<file path="src/rtl/wdt_pkg.sv">
// Package: shared types and helpers for the windowed watchdog.
// Assumes the base period is a multiple of 8 so every window fraction is exact.
package wdt_pkg;

    typedef enum logic [1:0] {
        SRC_BUS    = 2'b00,
        SRC_RSV_A  = 2'b01,
        SRC_RSV_B  = 2'b10,
        SRC_LOWPWR = 2'b11
    } wdt_src_e;

    // Number of base steps that must elapse before a clear is legal.
    function automatic int unsigned open_steps(int unsigned base, logic [1:0] code);
        case (code)
            2'b00:   return base / 4;
            2'b01:   return base / 2;
            2'b10:   return (base * 5) / 8;
            default: return (base * 3) / 4;
        endcase
    endfunction

endpackage

</file>
<file path="src/rtl/wdt_advance.sv">
// Module: wdt_advance
// Chooses the counting tick from the selected source and gates it with the
// run condition and the flash-programming freeze. Purely combinational.
// Assumes both tick inputs are single-cycle enables in the block clock domain.
module wdt_advance
    import wdt_pkg::*;
(
    input  logic       tick_bus,
    input  logic       tick_lp,
    input  logic [1:0] src,
    input  logic       run,
    input  logic       stop_pgm,
    input  logic       flash_busy,
    output logic       adv
);

    logic src_tick;
    logic frozen;

    // Select the tick of the configured source; reserved codes give none.
    always_comb begin
        case (wdt_src_e'(src))
            SRC_BUS:    src_tick = tick_bus;
            SRC_LOWPWR: src_tick = tick_lp;
            default:    src_tick = 1'b0;
        endcase
    end

    // Freeze applies only when stop-during-programming is configured.
    always_comb frozen = stop_pgm & flash_busy;

    // Final advance strobe.
    always_comb adv = run & src_tick & ~frozen;

endmodule

</file>
<file path="src/rtl/wdt_postscaler.sv">
// Module: wdt_postscaler
// Divides the advance strobe by 2^code. Emits one step per 2^code advances.
// Codes above MAX_CODE are clamped. A restart or a stopped watchdog clears
// the count. Assumes MAX_CODE >= 1.
module wdt_postscaler #(
    parameter int MAX_CODE = 20
) (
    input  logic          clk,
    input  logic          rst_n,
    input  logic          run,
    input  logic          adv,
    input  logic          restart,
    input  logic [4:0]    code,
    output logic          step
);

    localparam int CW = MAX_CODE;

    logic [4:0]    eff_code;
    logic [CW-1:0] mask;
    logic [CW-1:0] post_cnt;
    logic          term;

    // Clamp the code to the largest supported divide ratio.
    always_comb eff_code = (int'(code) > MAX_CODE) ? 5'(MAX_CODE) : code;

    // Build the terminal mask one bit per stage: bit i is in use when i < code.
    for (genvar gi = 0; gi < CW; gi++) begin : g_mask
        assign mask[gi] = (gi < int'(eff_code));
    end

    // Terminal when every in-use low bit is set.
    always_comb term = ((post_cnt & mask) == mask);

    // A step leaves the postscaler on the advance that completes a group.
    always_comb step = adv & term;

    // Postscaler count register.
    always_ff @(posedge clk) begin
        if (!rst_n || !run || restart) begin
            post_cnt <= '0;
        end else if (adv) begin
            post_cnt <= term ? '0 : post_cnt + 1'b1;
        end
    end

    AST_FREEZE_HOLDS: assert property (@(posedge clk) disable iff (!rst_n)
        (run && !restart && !adv) |=> $stable(post_cnt));

    AST_IDLE_AT_ZERO: assert property (@(posedge clk) disable iff (!rst_n)
        (!run) |=> (post_cnt == '0));

endmodule

</file>
<file path="src/rtl/wdt_window_counter.sv">
// Module: wdt_window_counter
// Counts postscaled steps up to the base period and raises the timeout
// event. It checks each clear against the window opening and raises the
// window-violation event for an early clear. Any clear restarts the period.
// Assumes BASE_TICKS is a multiple of 8 and at least 8.
module wdt_window_counter
    import wdt_pkg::*;
#(
    parameter int BASE_TICKS = 256
) (
    input  logic       clk,
    input  logic       rst_n,
    input  logic       run,
    input  logic       step,
    input  logic       clr,
    input  logic       windowed,
    input  logic [1:0] win_code,
    output logic       restart,
    output logic       timeout,
    output logic       win_viol
);

    localparam int CW = $clog2(BASE_TICKS);
    localparam logic [CW-1:0] LAST = CW'(BASE_TICKS - 1);

    logic [CW-1:0] cnt;
    logic [CW-1:0] open_at;
    logic          early;

    // Window opening for the selected size.
    always_comb open_at = CW'(open_steps(BASE_TICKS, win_code));

    // A clear is early when windowed and the window has not opened.
    always_comb early = windowed & (cnt < open_at);

    // Every clear while running restarts the postscaler too.
    always_comb restart = run & clr;

    // Base count and event registers; clear takes priority over a step.
    always_ff @(posedge clk) begin
        if (!rst_n || !run) begin
            cnt      <= '0;
            timeout  <= 1'b0;
            win_viol <= 1'b0;
        end else begin
            timeout  <= 1'b0;
            win_viol <= 1'b0;
            if (clr) begin
                cnt      <= '0;
                win_viol <= early;
            end else if (step) begin
                if (cnt == LAST) begin
                    cnt     <= '0;
                    timeout <= 1'b1;
                end else begin
                    cnt <= cnt + 1'b1;
                end
            end
        end
    end

    AST_TIMEOUT_RESTARTS: assert property (@(posedge clk) disable iff (!rst_n)
        timeout |-> (cnt == '0));

    AST_VIOL_WINDOWED_ONLY: assert property (@(posedge clk) disable iff (!rst_n)
        win_viol |-> ($past(windowed) && $past(clr)));

    AST_EVENTS_EXCLUSIVE: assert property (@(posedge clk) disable iff (!rst_n)
        $onehot0({timeout, win_viol}));

    AST_IDLE_QUIET: assert property (@(posedge clk) disable iff (!rst_n)
        (!run) |=> (!timeout && !win_viol));

endmodule

</file>
<file path="src/rtl/windowed_watchdog.sv">
// Module: windowed_watchdog (top)
// A watchdog with a selectable tick source, a power-of-two postscaler, an
// optional flash-programming freeze and standard or windowed clearing.
// Assumes the tick inputs are already in the clk domain.
module windowed_watchdog #(
    parameter int BASE_TICKS    = 256,
    parameter int POST_MAX_CODE = 20
) (
    input  logic       clk,
    input  logic       rst_n,
    input  logic       tick_bus,
    input  logic       tick_lp,
    input  logic [1:0] cfg_src,
    input  logic [4:0] cfg_post,
    input  logic [1:0] cfg_win,
    input  logic       cfg_std,
    input  logic       cfg_on,
    input  logic       cfg_stop_pgm,
    input  logic       sw_en,
    input  logic       flash_busy,
    input  logic       clr,
    output logic       timeout,
    output logic       win_viol
);

    logic run;
    logic adv;
    logic step;
    logic restart;

    // The watchdog runs if forced on by configuration or enabled by software.
    always_comb run = cfg_on | sw_en;

    wdt_advance u_adv (
        .tick_bus   (tick_bus),
        .tick_lp    (tick_lp),
        .src        (cfg_src),
        .run        (run),
        .stop_pgm   (cfg_stop_pgm),
        .flash_busy (flash_busy),
        .adv        (adv)
    );

    wdt_postscaler #(.MAX_CODE(POST_MAX_CODE)) u_post (
        .clk     (clk),
        .rst_n   (rst_n),
        .run     (run),
        .adv     (adv),
        .restart (restart),
        .code    (cfg_post),
        .step    (step)
    );

    wdt_window_counter #(.BASE_TICKS(BASE_TICKS)) u_cnt (
        .clk      (clk),
        .rst_n    (rst_n),
        .run      (run),
        .step     (step),
        .clr      (clr),
        .windowed (~cfg_std),
        .win_code (cfg_win),
        .restart  (restart),
        .timeout  (timeout),
        .win_viol (win_viol)
    );

endmodule

</file>
<file path="config.mk">
export PLATFORM = sky130hd
export DESIGN_NAME = windowed_watchdog
export DESIGN_NICKNAME = d
export VERILOG_FILES = /design/src/rtl/wdt_pkg.sv /design/src/rtl/wdt_advance.sv /design/src/rtl/wdt_postscaler.sv /design/src/rtl/wdt_window_counter.sv /design/src/rtl/windowed_watchdog.sv
export SDC_FILE = /design/constraint.sdc
export NUM_CORES = 1
export LEC_CHECK = 0
export ABC_CLOCK_PERIOD_IN_PS = 3600
export BUFFER_PORTS_ARGS = -buffer_cell sky130_fd_sc_hd__buf_4
export CAP_MARGIN = 20
export CORE_MARGIN = 2
export CORE_UTILIZATION = 25
export DETAILED_ROUTE_END_ITERATION = 16
export PLACE_DENSITY = 0.47
export SLEW_MARGIN = 30
export SYNTH_ARGS = -nofsm -noshare
export SYNTH_HDL_FRONTEND = slang
export SYNTH_HIERARCHICAL = 1
export SYNTH_SLANG_ARGS = --single-unit
</file>
<file path="constraint.sdc">
create_clock -name clk -period 3.6 [get_ports clk]
set_input_delay 0.72 -clock clk [delete_from_list [all_inputs] [get_ports clk]]
set_output_delay 0.72 -clock clk [all_outputs]
set_load 0.03 [all_outputs]
</file>
# == Yosys cells after proc, flatten, opt, wreduce, memory -nomap -nowiden ==
# Cells that the tools add are included.
# totals
reg_bits,30
output_inout_bits,2
# classes
addsub,2
order_cmp,22
bitwise_logic,12
n_reduce_logical,9
muxes,6
n_eq_ne,5
# op_table
op,count
$lt A4 B5 Y1 const A,8
$pmux W8 S3,1
$add A20 B1 Y20 const B,1
$and A20 B20 Y20,1
$eq A20 B20 Y1,1
$lt A3 B5 Y1 const A,4
$lt A5 B5 Y1 const A,4
$mux W20,1
$lt A1 B5 Y1 const A,2
$lt A2 B5 Y1 const A,2
$add A8 B1 Y8 const B,1
$eq A8 B8 Y1 const B,1
$lt A8 B8 Y1,1
$mux W8,1
$and A1 B1 Y1,6
$gt A5 B5 Y1 const B,1
$mux W5,1
$eq A2 B2 Y1 const B,2
$logic_not A2 Y1,2
$not A1 Y1,4
$reduce_or A2 Y1,2
$reduce_or A3 Y1,1
$eq A2 B1 Y1 const B,1
$logic_not A1 Y1,2
4 further kinds,5

# == Logic depth before layout (Yosys ltp) ==
# Gate-level depths: netlist of run 1.
# depth
depth_word,8
ltp_mapped,11

# == Modules after synthesis ==
# Netlist of run 1, hierarchy kept.
# by_module_without_submodules
module,cells_per_inst,instances,seq_area_each_um2,area_each_um2
wdt_postscaler,157,1,400.4,1292.5
wdt_window_counter,56,1,200.2,529.3
wdt_advance,7,1,0.0,58.8
windowed_watchdog,2,1,0.0,10.0

# == Worst setup path before layout of run 1 ==
# Ideal clock, no wire load.
# synth_timing
path_kind,input port to flip-flop
startpoint,input cfg_src[0]
endpoint,register u_cnt.cnt[7]
required_ns,3.527
stages,11
n_path_buf,2
slack_ns,0.790
t_arrival_ns,2.737
cell_sequence,inv_1 -> ha_1 -> a22oi_1 -> a2111oi_2 -> buf_2 -> inv_1 -> nor3_1 -> buf_2 -> nand4_4 -> or4_1 -> a21oi_1
# synth_via
elab_chain_cells,5
elab_cells_between_ends,6
classes_between,eq/ne: 1; mux: 1; bitwise: 3; reduce/logical: 1
# synth_lines
item,line_no,source
from (decl),windowed_watchdog.sv:13,"input logic [1:0] cfg_src,"
$eq A2 B2 Y1 / $logic_not A2 Y1 (equally long branches),wdt_advance.sv:22,case (wdt_src_e'(src))
$pmux W1 S2 (*),wdt_advance.sv:22,
$and A1 B1 Y1 (*) (2 in a row),wdt_advance.sv:33,always_comb adv = run & src_tick & ~frozen;
named net adv,windowed_watchdog.sv:27,logic adv;
$and A1 B1 Y1 (*),wdt_postscaler.sv:36,always_comb step = adv & term;
named net step,windowed_watchdog.sv:28,logic step;
to (signal assigned),wdt_window_counter.sv:56,cnt <= cnt + 1'b1;
to (decl),wdt_window_counter.sv:26,logic [CW-1:0] cnt;
# Mark *: on every way through the listed nets, which the timed path passes. The rest lies on a longest branch.
# A chain may end at the register's enable or synchronous reset.

# == Worst setup path after layout of run 1 ==
# Same ends and word-level chain as after synthesis.

==> results of run 1 <==
cells by family (layout without fill, tap and decap cells):
kind of cell,Yosys count,count (layout),synth area share
and+or+nand+nor,99,99,0.288
AOI/OAI and AO/OA,42,42,0.179
DFF,30,30,0.318
buffers and inverters,22,43,0.0642
xor gates and xnor gates,19,19,0.0880
adders and majority gates,8,8,0.0529
muxes,2,2,0.0106
layer usage:
layer | share of wire | vias up | GRT usage
met3 | 0.030 | 5 | 0.0266
met1 | 0.50 | 720 | 0.130
met5 | 0 | - | 0
met4 | 0.013 | 0 | 0.0417
met2 | 0.46 | 18 | 0.172
li1 | - | 820 | -
layout make-up:
cell class	instances	area (um^2)	area share
inverter	12	45.0	0.0204
timing repair buffer	23	173	0.0783
multi-input combinational	170	1170	0.530
clock inverter	2	12.5	0.00567
sequential	30	601	0.272
clock buffer	6	82.6	0.0374
tap	99	124	0.0562
worst paths after layout:
check / start / endpoint / cells past startpoint
setup / recovery: cfg_src[0] / u_cnt/cnt[7] / 10
hold / removal: u_post/post_cnt[19] / u_post/post_cnt[19] / 2
setup reg to reg: u_post/post_cnt[11] / u_cnt/cnt[7] / 8
hold reg to reg: u_post/post_cnt[19] / u_post/post_cnt[19] / 2
state kept, by name, indices dropped and copies added, names as in the netlist:
register         count
u_cnt/timeout        1
u_post/post_cnt     20
u_cnt/cnt            8
u_cnt/win_viol       1
critical path: cells and delay by family:
kind	cells	cell delay, ps
compound gates	3	610
fa+ha+maj	1	140
buf+inv	3	390
simple gates	3	1190
cell usage in the layout, fill, tap and decap left out, drive strengths merged, types with 8 or more instances in the layout:
| master | count |
|---|---|
| ha | 8 |
| xnor2 | 9 |
| nor2 | 33 |
| nand4 | 10 |
| a21oi | 11 |
| inv | 12 |
| nand2 | 22 |
| xor2 | 10 |
| dfxtp | 30 |
| buf | 23 |
cells in the mapped netlist, types with 2 or more instances:
library cell / instances / area (um^2)
nor2_1: 22 / 82.6
dfxtp_1: 30 / 601
o211ai_1: 2 / 15.0
mux2i_1: 2 / 20.0
nand2_1: 22 / 82.6
nand2b_1: 3 / 18.8
ha_1: 8 / 100
buf_6: 3 / 33.8
buf_2: 3 / 15.0
a211oi_1: 2 / 15.0
nand3b_1: 2 / 15.0
or3_1: 2 / 12.5
a21oi_1: 10 / 50.1
and3_1: 5 / 31.3
nand4_1: 8 / 50.1
and2_1: 2 / 12.5
nor2_2: 11 / 68.8
nand3_1: 4 / 20.0
nor2b_1: 2 / 12.5
xor2_1: 10 / 87.6
clkbuf_1: 2 / 7.51
o21ai_0: 4 / 20.0
inv_1: 12 / 45.0
xnor2_1: 9 / 78.8
o22ai_1: 5 / 31.3
nor4b_1: 2 / 17.5
a311oi_1: 2 / 17.5
nor3_1: 6 / 30.0
report_power, final:
part	leakage (nW)	switching [mW]	internal, mW
clock	0.0472	0.137	0.154
sequential	0.242	0.000388	0.332
combinational	0.497	0.0360	0.0286
==> results_dict.tcl, run 1 <==
set metrics [dict create \
    status "finished clean" \
    cap_violations 0 \
    setup-violations-final 0 \
    crit_type "input pin to register" \
    fin_worst_skew_ps 9.97 \
    drt_first_pass_iters 6 \
    relSlewSlack 0.700 \
    drtIter0Drc 44 \
    end_kind "register" \
    syn_inst 222 \
    avgSynthCellArea_um2 8.52 \
    grt_pass1_vias 1627 \
    path_cells "buf_4 -> inv_1 -> ha_1 -> a22oi_1 -> a2111oi_2 -> inv_1 -> nor3_1 -> nand4_4 -> or4_1 -> a21oi_1" \
    port_buffers 20 \
    dpl_worst_slack_ps 439 \
    finalPower_mw 0.688 \
    synthToLayoutAreaGrowth_pct 16.7 \
    cts-root-buf "clkbuf_8" \
    powerDensity_nw_per_um2 312 \
    dp.cells 334 \
    num_rows 31 \
    synth-seq-cells 30 \
    antenna_found_initial 0 \
    max_freq_mhz 354 \
    rsz0062_at_grt "no" \
    io_pins 21 \
    vias_per_cell 4.57 \
    synth.distinct_cells 55 \
    hold_viol 0 \
    whs_ps 533 \
    clock_latency_ps 280 \
    post-cts-setup-buffer-count 0 \
    syn-cell-area_um2 1890 \
    antenna_cells 0 \
    htreeDepth 2 \
    worstPathArrival_ps 3030 \
    min_period_ps 2820 \
    leakage_nw 0.785 \
    ctsHoldBuffers 0 \
    num_vias 1563 \
    die_h_um 91.0 \
    ys_warn_count 6 \
    cp_slowest_cell "or4_1" \
    crit_top_cell "inv_1" \
    cp.required_ps 3810 \
    drc 0 \
    final_cell_count_no_fill 342 \
    synth-edff-count 0 \
    irDropWorstVdd_mv 0.102 \
    clock_sinks 30 \
    overflow 0 \
    path_clk_slew_ps 70 \
    cts_made_buffers 5 \
    wl_um 3980 \
    setup_tns_ps 0 \
    synthArstFlopShare 0 \
    tightest_slew_ps 447 \
    start_util 0.259 \
    track_usage 0.105 \
    worstSetupStartpointType "input pin" \
    die_area_um2 8270 \
    cts_tree "yes" \
    synth_nets 249 \
    grt_max_degree 16 \
    min_period_over_period 0.784 \
    drtAntennaViolNets 0 \
    post_cts_resized 0 \
    dp_hpwl_um 2880 \
    routabilityCongestion 0.762 \
    r2r_setup_slack_ps 1060 \
    path_max_fanout 8 \
    ys_seq_area_frac 0.318 \
    slew_viol_final 0 \
    fillers 825 \
    core_um2 7290 \
    wl_per_cell_um 11.6 \
    drive_above_1_share 0.218 \
    synth_flop_cell "dfxtp_1" \
    die_width_um 91.0 \
    slowest_delay_ps 540 \
    clock_path_buffers 2 \
    fin_nets 269 \
    postPlaceCellArea_um2 2110 \
    final_area_um2 2210 \
    setup_slack_ps 777 \
    final_util 0.303 \
    min_path_type "register to register" \
    grt_pass1_wl_um 7100 \
]
Note: power is estimated with default switching activity, not from simulation.
==> run 2, diff against run 1 <==
- ABC_CLOCK_PERIOD_IN_PS: 3600 -> 2300
- PLACE_DENSITY: 0.47 -> 0.48
- clock period: 3.6 -> 2.3 ns (I/O delays scaled with it)
==> results_dict.tcl, run 2 (synthesized netlist as in run 1, its figures left out) <==
set metrics [dict create \
    status "finished clean" \
    die_width_um 91.0 \
    wl_per_cell_um 11.5 \
    drc 0 \
    path_max_fanout 7 \
    min_period_ps 2130 \
    path_cells "buf_4 -> nor4_4 -> o211ai_2 -> o22ai_2 -> o2111ai_4 -> nor3_2 -> buf_4 -> nand4_4 -> or4_1 -> a21oi_1" \
    start_util 0.259 \
    drive_above_1_share 0.302 \
    final_cell_count_no_fill 364 \
    rsz0062_at_grt "no" \
    grt_pass1_wl_um 7600 \
    crit_type "input pin to register" \
    num_rows 31 \
    grt_pass1_vias 1666 \
    min_path_type "input pin to register" \
    max_freq_mhz 469 \
    tightest_slew_ps 388 \
    dp.cells 356 \
    clock_path_buffers 2 \
    finalPower_mw 1.17 \
    leakage_nw 0.910 \
    path_clk_slew_ps 70 \
    layout_commonest_cell "buf_4" \
    die_h_um 91.0 \
    cp_top_family "simple AND/OR/NAND/NOR gates" \
    cap_violations 0 \
    track_usage 0.111 \
    crit_top_cell "buf_4" \
    reg_top3 "u_post/post_cnt (20), u_cnt/cnt (8)" \
    cts-root-buf "clkbuf_8" \
    post-cts-setup-buffer-count 0 \
    powerDensity_nw_per_um2 483 \
    r2r_setup_slack_ps 230 \
    overflow 0 \
    die_area_um2 8270 \
    end_kind "register" \
    core_um2 7290 \
    dp_hpwl_um 3150 \
    crit_buf_inv 2 \
    port_buffers 20 \
    synthToLayoutAreaGrowth_pct 28.4 \
    io_pins 21 \
    drtIter0Drc 57 \
    worstSetupStartpointType "input pin" \
    cp.required_ps 2510 \
    wl_um 4190 \
    hold_viol 0 \
    min_period_over_period 0.928 \
    antenna_cells 0 \
    relSlewSlack 0.740 \
    fin_nets 291 \
    irDropWorstVdd_mv 0.304 \
    clock_latency_ps 280 \
    setup-violations-final 0 \
    fin_worst_skew_ps 10.0 \
    slowest_delay_ps 470 \
    htreeDepth 2 \
    largest-register "u_post/post_cnt" \
    final_cell_mix "buf_4 (44), dfxtp_1 (28), nand2_1 (22), nor2_1 (22), inv_1 (11)" \
    drtAntennaViolNets 0 \
    antenna_found_initial 0 \
    worstPathArrival_ps 2340 \
    largest_register_ffs 20 \
    grt_max_degree 16 \
    drt_first_pass_iters 4 \
    cp_slowest_cell "or4_1" \
    slew_viol_final 0 \
    vias_per_cell 4.49 \
    cts_made_buffers 5 \
    num_vias 1635 \
    clock_sinks 30 \
    cts_tree "yes" \
    final_util 0.333 \
    routabilityCongestion 0.749 \
]
run 2: worst reg2reg max path: stages, from the launching register on:
cell       delay (ps)
dfxtp_2           360
inv_1              80
a41o_2            220
a21oi_2           190
o2111ai_4         140
nor3_2            190
buf_4             150
nand4_4            60
or4_1             470
a21oi_1           130
run 2: timing repair:
item	4_1_cts	5_1_grt
gates resized for setup	0	6
hold buffers	0	0
endpoints found under the setup margin	0	8
run 2: layout make-up:
type                    count  area, um^2
fillers                   803        4860
multi-input cells         170        1200
flip-flops and latches     30         603
repair buffers             45         350
well taps                  99         124
clock buffers               5        68.8
inverters                  12        45.0
clock inverters             3        40.0
run 2: worst paths after layout:
check                           start             endpoint  cells after the start
setup reg to reg   u_post/post_cnt[6]         u_cnt/cnt[7]                      9
setup / recovery          cfg_post[0]         u_cnt/cnt[7]                     10
hold / removal                cfg_std       u_cnt/win_viol                      4
hold reg to reg   u_post/post_cnt[19]  u_post/post_cnt[19]                      2
run 2: where the power goes:
group	total (mW)	switching, mW	internal, mW
combinational	0.127	0.0640	0.0627
sequential	0.521	0.000591	0.520
clock	0.525	0.206	0.319
total	1.17	0.271	0.902
run 2: per-stage QoR:
step	setup slack, ps	hold slack, ps	TNS (ps)	instance area (um^2)
floorplan	-170	476	-176	1900
global placement	-219	495	-1920	2290
detailed placement	-165	505	-1450	2290
CTS	122	440	0	2400
global route	2.08	445	0	2430
finish	166	445	0	2430
run 2: layer usage:
layer / share of wire / wire length [um] / vias up / track usage
met4: 0.0074 / 31 / 0 / 0.0417
li1: - / - / 870 / -
met1: 0.50 / 2080 / 744 / 0.146
met3: 0.033 / 138 / 2 / 0.0282
met2: 0.46 / 1940 / 19 / 0.175
met5: 0 / 0 / - / 0
